--- config.mk ---
export PLATFORM = sky130hd
export DESIGN_NAME = latched_decoder
export DESIGN_NICKNAME = d
export VERILOG_FILES = /design/src/rtl/latdec_pkg.sv /design/src/rtl/latdec_hold.sv /design/src/rtl/latdec_onehot.sv /design/src/rtl/latdec_gate.sv /design/src/rtl/latched_decoder.sv
export SDC_FILE = /design/constraint.sdc
export NUM_CORES = 1
export LEC_CHECK = 0
export BUFFER_PORTS_ARGS = -buffer_cell sky130_fd_sc_hd__buf_2
export CAP_MARGIN = 20
export CELL_PAD_IN_SITES_DETAIL_PLACEMENT = 1
export CELL_PAD_IN_SITES_GLOBAL_PLACEMENT = 1
export CORE_AREA = 3 3 40 42
export CTS_CLUSTER_SIZE = 20
export DETAILED_ROUTE_END_ITERATION = 10
export DIE_AREA = 0 0 43 45
export PLACE_DENSITY = 0.63
export SYNTH_ARGS = -nofsm -noshare
export SYNTH_HDL_FRONTEND = slang
export SYNTH_SLANG_ARGS = --single-unit
--- constraint.sdc ---
create_clock -name clk -period 2.1 [get_ports clk]
set_input_delay 0.105 -clock clk [delete_from_list [all_inputs] [get_ports clk]]
set_output_delay 0.105 -clock clk [all_outputs]
set_load 0.1 [all_outputs]
--- src/rtl/latdec_pkg.sv ---
package latdec_pkg;
  localparam int unsigned DEF_ADDR_W = 3;

  // Outputs are live only for the enable combination high / low.
  function automatic logic outputs_enabled(input logic en_hi, input logic en_lo_n);
    return en_hi & ~en_lo_n;
  endfunction
endpackage

--- src/rtl/latdec_hold.sv ---
module latdec_hold #(
  parameter int unsigned ADDR_W = latdec_pkg::DEF_ADDR_W
) (
  input  logic              clk,
  input  logic              rst_n,
  input  logic [ADDR_W-1:0] addr_i,
  input  logic              latch_en_i,
  output logic [ADDR_W-1:0] eff_addr_o
);
  logic              le_q;
  logic [ADDR_W-1:0] held_q;
  logic [ADDR_W-1:0] held_d;
  logic              holding;

  // Holding only once the control has been high for a prior cycle.
  always_comb begin
    holding    = latch_en_i & le_q;
    eff_addr_o = holding ? held_q : addr_i;
    held_d     = eff_addr_o;
  end

  always_ff @(posedge clk or negedge rst_n) begin
    if (!rst_n) begin
      le_q   <= 1'b0;
      held_q <= '0;
    end else begin
      le_q   <= latch_en_i;
      held_q <= held_d;
    end
  end

  a_r1_capture_on_rise: assert property (@(posedge clk) disable iff (!rst_n)
    (latch_en_i && !le_q) |=> (held_q == $past(addr_i)));

  a_r2_hold_stable: assert property (@(posedge clk) disable iff (!rst_n)
    (latch_en_i && le_q) |=> (held_q == $past(held_q)));
endmodule

--- src/rtl/latdec_onehot.sv ---
module latdec_onehot #(
  parameter int unsigned ADDR_W = latdec_pkg::DEF_ADDR_W,
  localparam int unsigned OUT_N = 1 << ADDR_W
) (
  input  logic [ADDR_W-1:0] addr_i,
  output logic [OUT_N-1:0]  hot_o
);
  for (genvar i = 0; i < OUT_N; i++) begin : g_line
    assign hot_o[i] = (addr_i == ADDR_W'(i));
  end
endmodule

--- src/rtl/latdec_gate.sv ---
module latdec_gate #(
  parameter int unsigned OUT_N = 1 << latdec_pkg::DEF_ADDR_W
) (
  input  logic [OUT_N-1:0] hot_i,
  input  logic             en_hi_i,
  input  logic             en_lo_n_i,
  output logic [OUT_N-1:0] sel_n_o
);
  always_comb begin
    if (latdec_pkg::outputs_enabled(en_hi_i, en_lo_n_i)) sel_n_o = ~hot_i;
    else                                                  sel_n_o = '1;
  end
endmodule

--- src/rtl/latched_decoder.sv ---
module latched_decoder #(
  parameter int unsigned ADDR_W = latdec_pkg::DEF_ADDR_W,
  localparam int unsigned OUT_N = 1 << ADDR_W
) (
  input  logic              clk,
  input  logic              rst_n,
  input  logic [ADDR_W-1:0] addr_i,
  input  logic              latch_en_i,
  input  logic              en_hi_i,
  input  logic              en_lo_n_i,
  output logic [OUT_N-1:0]  sel_n_o
);
  logic [ADDR_W-1:0] eff_addr;
  logic [OUT_N-1:0]  hot;

  latdec_hold #(.ADDR_W(ADDR_W)) u_hold (
    .clk        (clk),
    .rst_n      (rst_n),
    .addr_i     (addr_i),
    .latch_en_i (latch_en_i),
    .eff_addr_o (eff_addr)
  );

  latdec_onehot #(.ADDR_W(ADDR_W)) u_onehot (
    .addr_i (eff_addr),
    .hot_o  (hot)
  );

  latdec_gate #(.OUT_N(OUT_N)) u_gate (
    .hot_i     (hot),
    .en_hi_i   (en_hi_i),
    .en_lo_n_i (en_lo_n_i),
    .sel_n_o   (sel_n_o)
  );

  a_r4_all_high: assert property (@(posedge clk) disable iff (!rst_n)
    !(en_hi_i && !en_lo_n_i) |-> (sel_n_o == '1));

  a_r6_one_low: assert property (@(posedge clk) disable iff (!rst_n)
    (en_hi_i && !en_lo_n_i) |-> ($countones(~sel_n_o) == 1));

  a_r3_transparent: assert property (@(posedge clk) disable iff (!rst_n)
    (!latch_en_i && en_hi_i && !en_lo_n_i) |-> !sel_n_o[addr_i]);
endmodule

## Word level (Yosys, flattened, before mapping)

Cells that the tools add are included.
W data, S select, Z words.

- Register bits: 4
- Output and inout bits: 8
- Logic and storage cells: 16

- Eq/ne operators: 7
- Multiplexer cells: 2
- Bitwise logic cells: 4
- Reductions and logical operators: 1

Operator list:

| cell | count |
|---|---|
| $eq A3 B3 Y1 const B | 4 |
| $mux W8 | 1 |
| $not A8 Y8 | 1 |
| $eq A3 B2 Y1 const B | 2 |
| $eq A3 B1 Y1 const B | 1 |
| $logic_not A3 Y1 | 1 |
| $mux W3 | 1 |
| $and A1 B1 Y1 | 2 |
| $not A1 Y1 | 1 |

## Depth between registers and ports, before layout

Gate-level depths: netlist (run 1).

- Depth in word-level cells: 5
- Gate-level depth with buffers: 4

## By module

A second synthesis (run 1) with hierarchy kept.

- Cells, all modules: 25
- Area, all modules: 281.5 µm²

By module, submodules not included:

| module | instances | cells each | area an instance (µm²) | sequential area each (µm²) |
|---|---|---|---|---|
| latdec_hold | 1 | 8 | 151.4 | 100.1 |
| latdec_gate | 1 | 9 | 65.1 | 0.0 |
| latdec_onehot | 1 | 8 | 65.1 | 0.0 |

## Worst setup path before layout (run 1)

No wires, ideal clock.

- Path type: flip-flop to output port
- Start: register u_hold.le_q
- End: output sel_n_o[2]
- Arrival time: 1.618 ns
- Path slack: 0.377 ns
- Stages on the path, launching flop included: 5
- Buffers on the path: 0
- Cells stage by stage: dfrtp_1 -> nand2_2 -> mux2i_4 -> inv_2 -> nand3_1

- Cells in the longest elaborated chain, start to end: 5

RTL lines:

| item | line | RTL |
|---|---|---|
| start, declared | latdec_hold.sv:10 | `logic le_q;` |
| start signal, assigned | latdec_hold.sv:27 | `le_q <= latch_en_i;` |
| $and A1 B1 Y1 | latdec_hold.sv:17 | `holding = latch_en_i & le_q;` |
| $mux W3 | latdec_hold.sv:18 | `eff_addr_o = holding ? held_q : addr_i;` |
| via eff_addr[1] | latched_decoder.sv:13 | `logic [ADDR_W-1:0] eff_addr;` |
| $eq A3 B2 Y1 | latdec_onehot.sv:9 | `assign hot_o[i] = (addr_i == ADDR_W'(i));` |
| $not A8 Y8 | latdec_gate.sv:10 | `if (latdec_pkg::outputs_enabled(en_hi_i, en_lo_n_i)) sel_n_o = ~hot_i;` |
| $mux W8 | latdec_gate.sv:10 |  |
| end, declared | latched_decoder.sv:11 | `output logic [OUT_N-1:0] sel_n_o` |

The timed path passes the listed nets, and every way through them passes these cells.

## Final worst setup path (run 1)

- Start: register u_hold.le_q
- End: output sel_n_o[7]

- Cells in the longest elaborated chain, start to end: 5

RTL lines:

| item | line |
|---|---|
| $and A1 B1 Y1 | latdec_hold.sv:17 |
| $mux W3 | latdec_hold.sv:18 |
| via eff_addr[1] | latched_decoder.sv:13 |
| $eq A3 B3 Y1 | latdec_onehot.sv:9 |
| $not A8 Y8 | latdec_gate.sv:10 |
| $mux W8 | latdec_gate.sv:10 |

The timed path passes the listed nets, and every way through them passes these cells.

==> impl_metrics.ini, run 1 <==
[floorplanning]
die-height_um = 45
dieArea_um2 = 1940
rows = 13
chipWidth_um = 43
io-pin-count = 16
initial_utilization_pct = 18.5
core_um2 = 1280

[global_routing]
grt_max_degree = 6
grt_util_all_layers_pct = 7.20
grt_pass1_vias = 255
antenna_found_initial = 0
grt_overflow_total = 0
grt_first_pass_wirelength_um = 938

[cells_and_area]
area_growth_pct = 53.2
diodes = 0
fin_util_pct = 28.3
drive_above_1_share_pct = 57.1
fin_area_um2 = 364
n_fill_cell = 159
finalNetCount = 52

[clock_network]
cts_buffer_depth = 2
cts_setup_buffers = 0
cts_tree = built
clk_latency_ns = 0.23
cts.sinks = 4
cts_repair_resize_count = 0
htree_levels = 1
cts_root_buffer = clkbuf_4
cts_hold_buf = 1
path_clk_slew_ns = 0.04
cts_buffers = 3

[pwr]
power.leakage_nw = 0.158
swShare_pct = 32.3
pwr-share-comb_pct = 27.2
clkPwrFrac_pct = 37.6
peakVddDrop_uv = 223
internal_power_mw = 0.167
p_sw_mw = 0.0799
p_per_area_nw_per_um2 = 679
seqPwrFrac_pct = 35.1

[synth]
yosys_warnings = 0
yosysSeqAreaShare_pct = 42.1
post_synth_num_cell_types = 10
synth_nets = 31
synthCells = 23
avgSynthCellArea_um2 = 10.3
ys_ff_latch = 4
synth.cell_area_um2 = 238

[timing]
hold_viol = 0
fin_crit_ns = 1.77
fin_hold_ws_ns = 0.0358
slew_headroom_pct = 67.5
worstMarginPinSlew_ns = 0.491
rsz0062_at_grt = false
max_freq_mhz = 564
setup_tns_ns = 0
finClkSkew_ns = 0.0000298
setup_violations = 0
fin_crit_sh_pct = 84.4
slew_viol_final = 0

[setup_path]
crit_type = reg -> out
crit_buf_inv = 2
crit_path_cell_trace = nand2_2 > mux2i_4 > inv_2 > nand3_1 > buf_2
cp-start-kind = register
max_stage_delay_ns = 0.42
end_kind = output port
worstPathArrival_ns = 1.67
crit_cells = 5
ff2ff_path_depth = 3
critical_path.max_fanout = 5
path_delay_family = buffers and inverters
crit_required_ns = 2.00
crit_path_top_delay_cell = buf_2

[hold_path]
hold_path.class = in -> reg
hold_path_depth = 1

[drt]
firstDrtPassIters = 1
ant_nets = 0
route.detailed.drc = 0
routed_wl_um = 567
drt_iter0_drc = 0
via_count = 237
wire_per_inst_um = 9.95
via_per_inst = 4.16

[place]
globalplace.congestion = 0.674
dp_hpwl_um = 471
io_buffer_count = 15
placed_area_um2 = 332

[job]
max_cap_violations = 0

[status]
status = finished, final reports clean
## cell families after synthesis
family / count (synthesis) / synth area share [%]
AND/OR/NAND/NOR: 13 / 29.5
flip-flops: 4 / 42.1
AO/OA/AOI/OAI: 2 / 6.31
multiplexers: 2 / 18.9
buffers and inverters: 2 / 3.16
## sequential cells by signal, summed over array words and instances, names as in the netlist
register / count
u_hold.held_q: 3
u_hold.le_q: 1
## layer usage
layer  part of all wire (%)  up-vias  global-route usage [%]
met5                      0        -                       0
met4                    1.1        0                    9.04
met3                    6.9        2                    2.79
met2                     55        5                    12.0
met1                     37      110                    5.87
li1                       -      120                       -
## power by group through the flow
stage               Combinational [mW]  Clock (mW)  Sequential (mW)
finish                          0.0674      0.0931           0.0869
global route                    0.0724       0.105           0.0877
CTS                             0.0680      0.0990           0.0869
detailed placement              0.0664           0           0.0880
global placement                0.0665           0           0.0879
floorplan                       0.0505           0           0.0876
## metrics by stage
stage | total power [mW] | worst slack [ns] | std cells
final | 0.247 | 0.328 | 57
after CTS | 0.254 | 0.300 | 57
after global routing | 0.265 | 0.232 | 57
after floorplan | 0.138 | 0.377 | 23
after detailed placement | 0.154 | 0.557 | 53
after global placement | 0.154 | 0.566 | 53
## path summary, 6_finish.rpt
path,start,slack (ns),endpoint
worst max-delay path,u_hold.le_q,0.33,sel_n_o[7]
worst min-delay path,latch_en_i,0.04,u_hold.le_q
worst max register to register,u_hold.le_q,1.05,u_hold.held_q[1]
worst min register to register,u_hold.held_q[2],0.51,u_hold.held_q[2]
max in group asynchronous,rst_n,1.76,u_hold.le_q
min in group asynchronous,rst_n,0.23,u_hold.held_q[0]
## final cells by class
class,count,area (um2),area share (%)
Multi-Input combinational cell,17,130,35.7
Sequential cell,4,100,27.5
Timing Repair Buffer,16,85.1,23.4
Clock buffer,3,22.5,6.19
Tap cell,15,18.8,5.15
Inverter,2,7.51,2.06
## synthesized netlist by cell type
library cell | instances | area [um2]
a21bo_2 | 1 | 10.0
a21oi_1 | 1 | 5.00
nand2_1 | 1 | 3.75
nand2b_1 | 1 | 6.26
nand2_2 | 1 | 6.26
mux2i_4 | 2 | 45.0
nand3_1 | 9 | 45.0
dfrtp_1 | 4 | 100
inv_2 | 2 | 7.51
and3b_1 | 1 | 8.76
## cell usage in the layout, fill, tap and decap left out, drive strengths merged
cell	instances
a21oi	1
nand2	2
nand2b	1
dfrtp	4
nand3	9
and3b	1
buf	15
inv	2
mux2i	2
a21bo	1
clkbuf	3
dlygate4sd3	1
Power figures use the tool's default switching activity.
==> run 2: changes to the inputs <==
--- a/config.mk
+++ b/config.mk
@@ -5,6 +5,7 @@
 export SDC_FILE = /design/constraint.sdc
 export NUM_CORES = 1
 export LEC_CHECK = 0
+export ABC_AREA = 1
 export BUFFER_PORTS_ARGS = -buffer_cell sky130_fd_sc_hd__buf_2
 export CAP_MARGIN = 20
 export CELL_PAD_IN_SITES_DETAIL_PLACEMENT = 1
@@ -13,7 +14,7 @@
 export CTS_CLUSTER_SIZE = 20
 export DETAILED_ROUTE_END_ITERATION = 10
 export DIE_AREA = 0 0 43 45
-export PLACE_DENSITY = 0.63
+export PLACE_DENSITY = 0.75
 export SYNTH_ARGS = -nofsm -noshare
 export SYNTH_HDL_FRONTEND = slang
 export SYNTH_SLANG_ARGS = --single-unit
==> constraint.sdc (replaced) <==
create_clock -name clk -period 1.5 [get_ports clk]
set_input_delay 0.075 -clock clk [delete_from_list [all_inputs] [get_ports clk]]
set_output_delay 0.075 -clock clk [all_outputs]
set_load 0.1 [all_outputs]
==> impl_metrics.ini, run 2 <==
[status]
status = finished, final reports clean

[timing]
setup_tns_ns = 0
worstMarginPinSlew_ns = 0.191
hold_viol = 0
slew_viol_final = 0
fin_crit_ns = 1.41
setup_violations = 0
finClkSkew_ns = 0.00209
max_freq_mhz = 709
slew_headroom_pct = 87.3
setup_ws_ns = 0.0892
fin_hold_ws_ns = 0.0736
fin_crit_sh_pct = 94.1

[clock_network]
htree_levels = 1
clk_latency_ns = 0.23
path_clk_slew_ns = 0.03
cts.sinks = 4
cts_buffer_depth = 2
cts_buffers = 3
cts_root_buffer = clkbuf_4
cts_tree = built

[synth]
synth_top_area_share_pct = 34.0
synth.cell_area_um2 = 294
yosys-top-cells-area = dfrtp_1 (34%), nand2_1 (20%), nand2_2 (13%), nand3_1 (10%), inv_1 (8.9%)
avgSynthCellArea_um2 = 6.53
ys.flop_type = dfrtp_1
yosysTopAreaCell = dfrtp_1
yosys_warnings = 0
synth_nets = 53
async_flop_share_pct = 100
synth-edff-count = 0
post_synth_num_cell_types = 8
ys_ff_latch = 4
synth_common_cells = nand2_1 (16), inv_1 (7), nand2_2 (6), nand3_1 (6)
yosysMostFrequentCell = nand2_1
synthCells = 45
yosysSeqAreaShare_pct = 34.0

[drt]
wire_per_inst_um = 11.6
routed_wl_um = 930
firstDrtPassIters = 4
via_per_inst = 4.24
via_count = 339
ant_nets = 0
route.detailed.drc = 0
drt_iter0_drc = 3

[pwr]
peakVddDrop_uv = 492
p_sw_mw = 0.148
clkPwrFrac_pct = 30.4
pwr-share-comb_pct = 39.4
swShare_pct = 36.0
power.leakage_nw = 0.297
seqPwrFrac_pct = 30.2
internal_power_mw = 0.263
p_per_area_nw_per_um2 = 706

[global_routing]
grt_first_pass_wirelength_mm = 1.48
grt_util_all_layers_pct = 10.7
grt_max_degree = 9
grt_pass1_vias = 368
grt_overflow_total = 0
antenna_found_initial = 0

[cells_and_area]
regMostFlops = u_hold.held_q
stdcell_count = 80
largest_reg_flops = 3
finalNetCount = 75
drive_above_1_share_pct = 52.3
fin_area_um2 = 582
reg.largest.list = u_hold.held_q x3, u_hold.le_q x1
mostFrequentLayoutCell = nand2_1
area_growth_pct = 97.9
final_cell_mix = nand2_1 (14), buf_12 (8), nand2_2 (7), inv_1 (7), buf_2 (7)
diodes = 0

[setup_path]
cp-start-kind = register
rrSetupSlack_ns = 0.53
critical_path.max_fanout = 7
r2r_start = u_hold.le_q
end_kind = output port
ff2ff_path_depth = 4
crit_required_ns = 1.42
crit_type = reg -> out
worstPathArrival_ns = 1.34
r2r-end = u_hold.held_q[0]

[floorplanning]
initial_utilization_pct = 22.9
core_um2 = 1280
dieArea_um2 = 1940
io-pin-count = 16
chipWidth_um = 43
rows = 13
die-height_um = 45

[hold_path]
hold_path.class = in -> reg
hp-start = latch_en_i
hold_path_depth = 1
hold_end = u_hold.le_q

[place]
globalplace.congestion = 0.821
io_buffer_count = 15
dp.cells = 75
dp_hpwl_um = 713
dp_slack_ns = 0.219
placed_area_um2 = 508

[job]
max_cap_violations = 0
-- run 2: worst max path at each step --
stage / startpoint / endpoint / slack [ns] / cells after the start
after detailed placement: u_hold.le_q / sel_n_o[7] / 0.22 / 6
final: u_hold.le_q / sel_n_o[7] / 0.09 / 6
after global routing: u_hold.le_q / sel_n_o[2] / -0.02 / 6
after CTS: u_hold.le_q / sel_n_o[7] / 0.04 / 6
after global placement: u_hold.le_q / sel_n_o[5] / 0.29 / 6
after floorplan: u_hold.le_q / sel_n_o[1] / 0.06 / 5
-- run 2: power by group through the flow --
stage          clock network, mW  logic, mW  registers (mW)
2_1_floorplan                  0     0.0912           0.123
3_3_place_gp                   0      0.141           0.124
3_5_place_dp                   0      0.143           0.124
4_1_cts                    0.133      0.146           0.123
5_1_grt                    0.142      0.173           0.126
6_report                   0.125      0.162           0.124
-- run 2: area by class of cell --
type / count / area (um2)
Tap cell: 15 / 18.8
Multi-Input combinational cell: 34 / 200
Inverter: 7 / 26.3
Fill cell: 160 / 703
Clock buffer: 3 / 22.5
Sequential cell: 4 / 101
Timing Repair Buffer: 17 / 213
-- run 2: logic make-up (layout without fill, tap and decap cells) --
family | Yosys count | count (layout) | synth area share [%]
and+or+nand+nor | 34 | 34 | 57.0
buffers and inverters | 7 | 27 | 8.94
DFF | 4 | 4 | 34.0
-- run 2: through the flow --
stage,power [mW],utilization (%)
2_1_floorplan,0.214,-
3_3_place_gp,0.265,39.5
3_5_place_dp,0.267,39.5
4_1_cts,0.402,42.2
5_1_grt,0.441,45.3
6_report,0.411,45.3
-- run 2: per-layer routing --
layer	vias up	global-route usage (%)	wire, um
li1	175	-	-
met1	155	11.5	364
met2	7	18.6	526
met3	2	1.59	19
met4	0	9.04	19
met5	-	0	0
-- run 2: worst max-delay path, stage by stage, from the launching register on --
cell and delay [ns]:
dfrtp_2 0.43, nand2_4 0.09, nand2_1 0.08, nand2_2 0.08, nor2_2 0.15, nand2_1 0.10
buf_12 0.18
-- run 2: repair_timing --
item | CTS | global route
endpoints found under the setup margin | 2 | 8
gates resized for setup | 1 | 8
gates cloned | 0 | 0
setup buffers | 0 | 1
hold buffers | 1 | 0
pin swaps | 0 | 1
hold endpoints to repair | 4 | 0
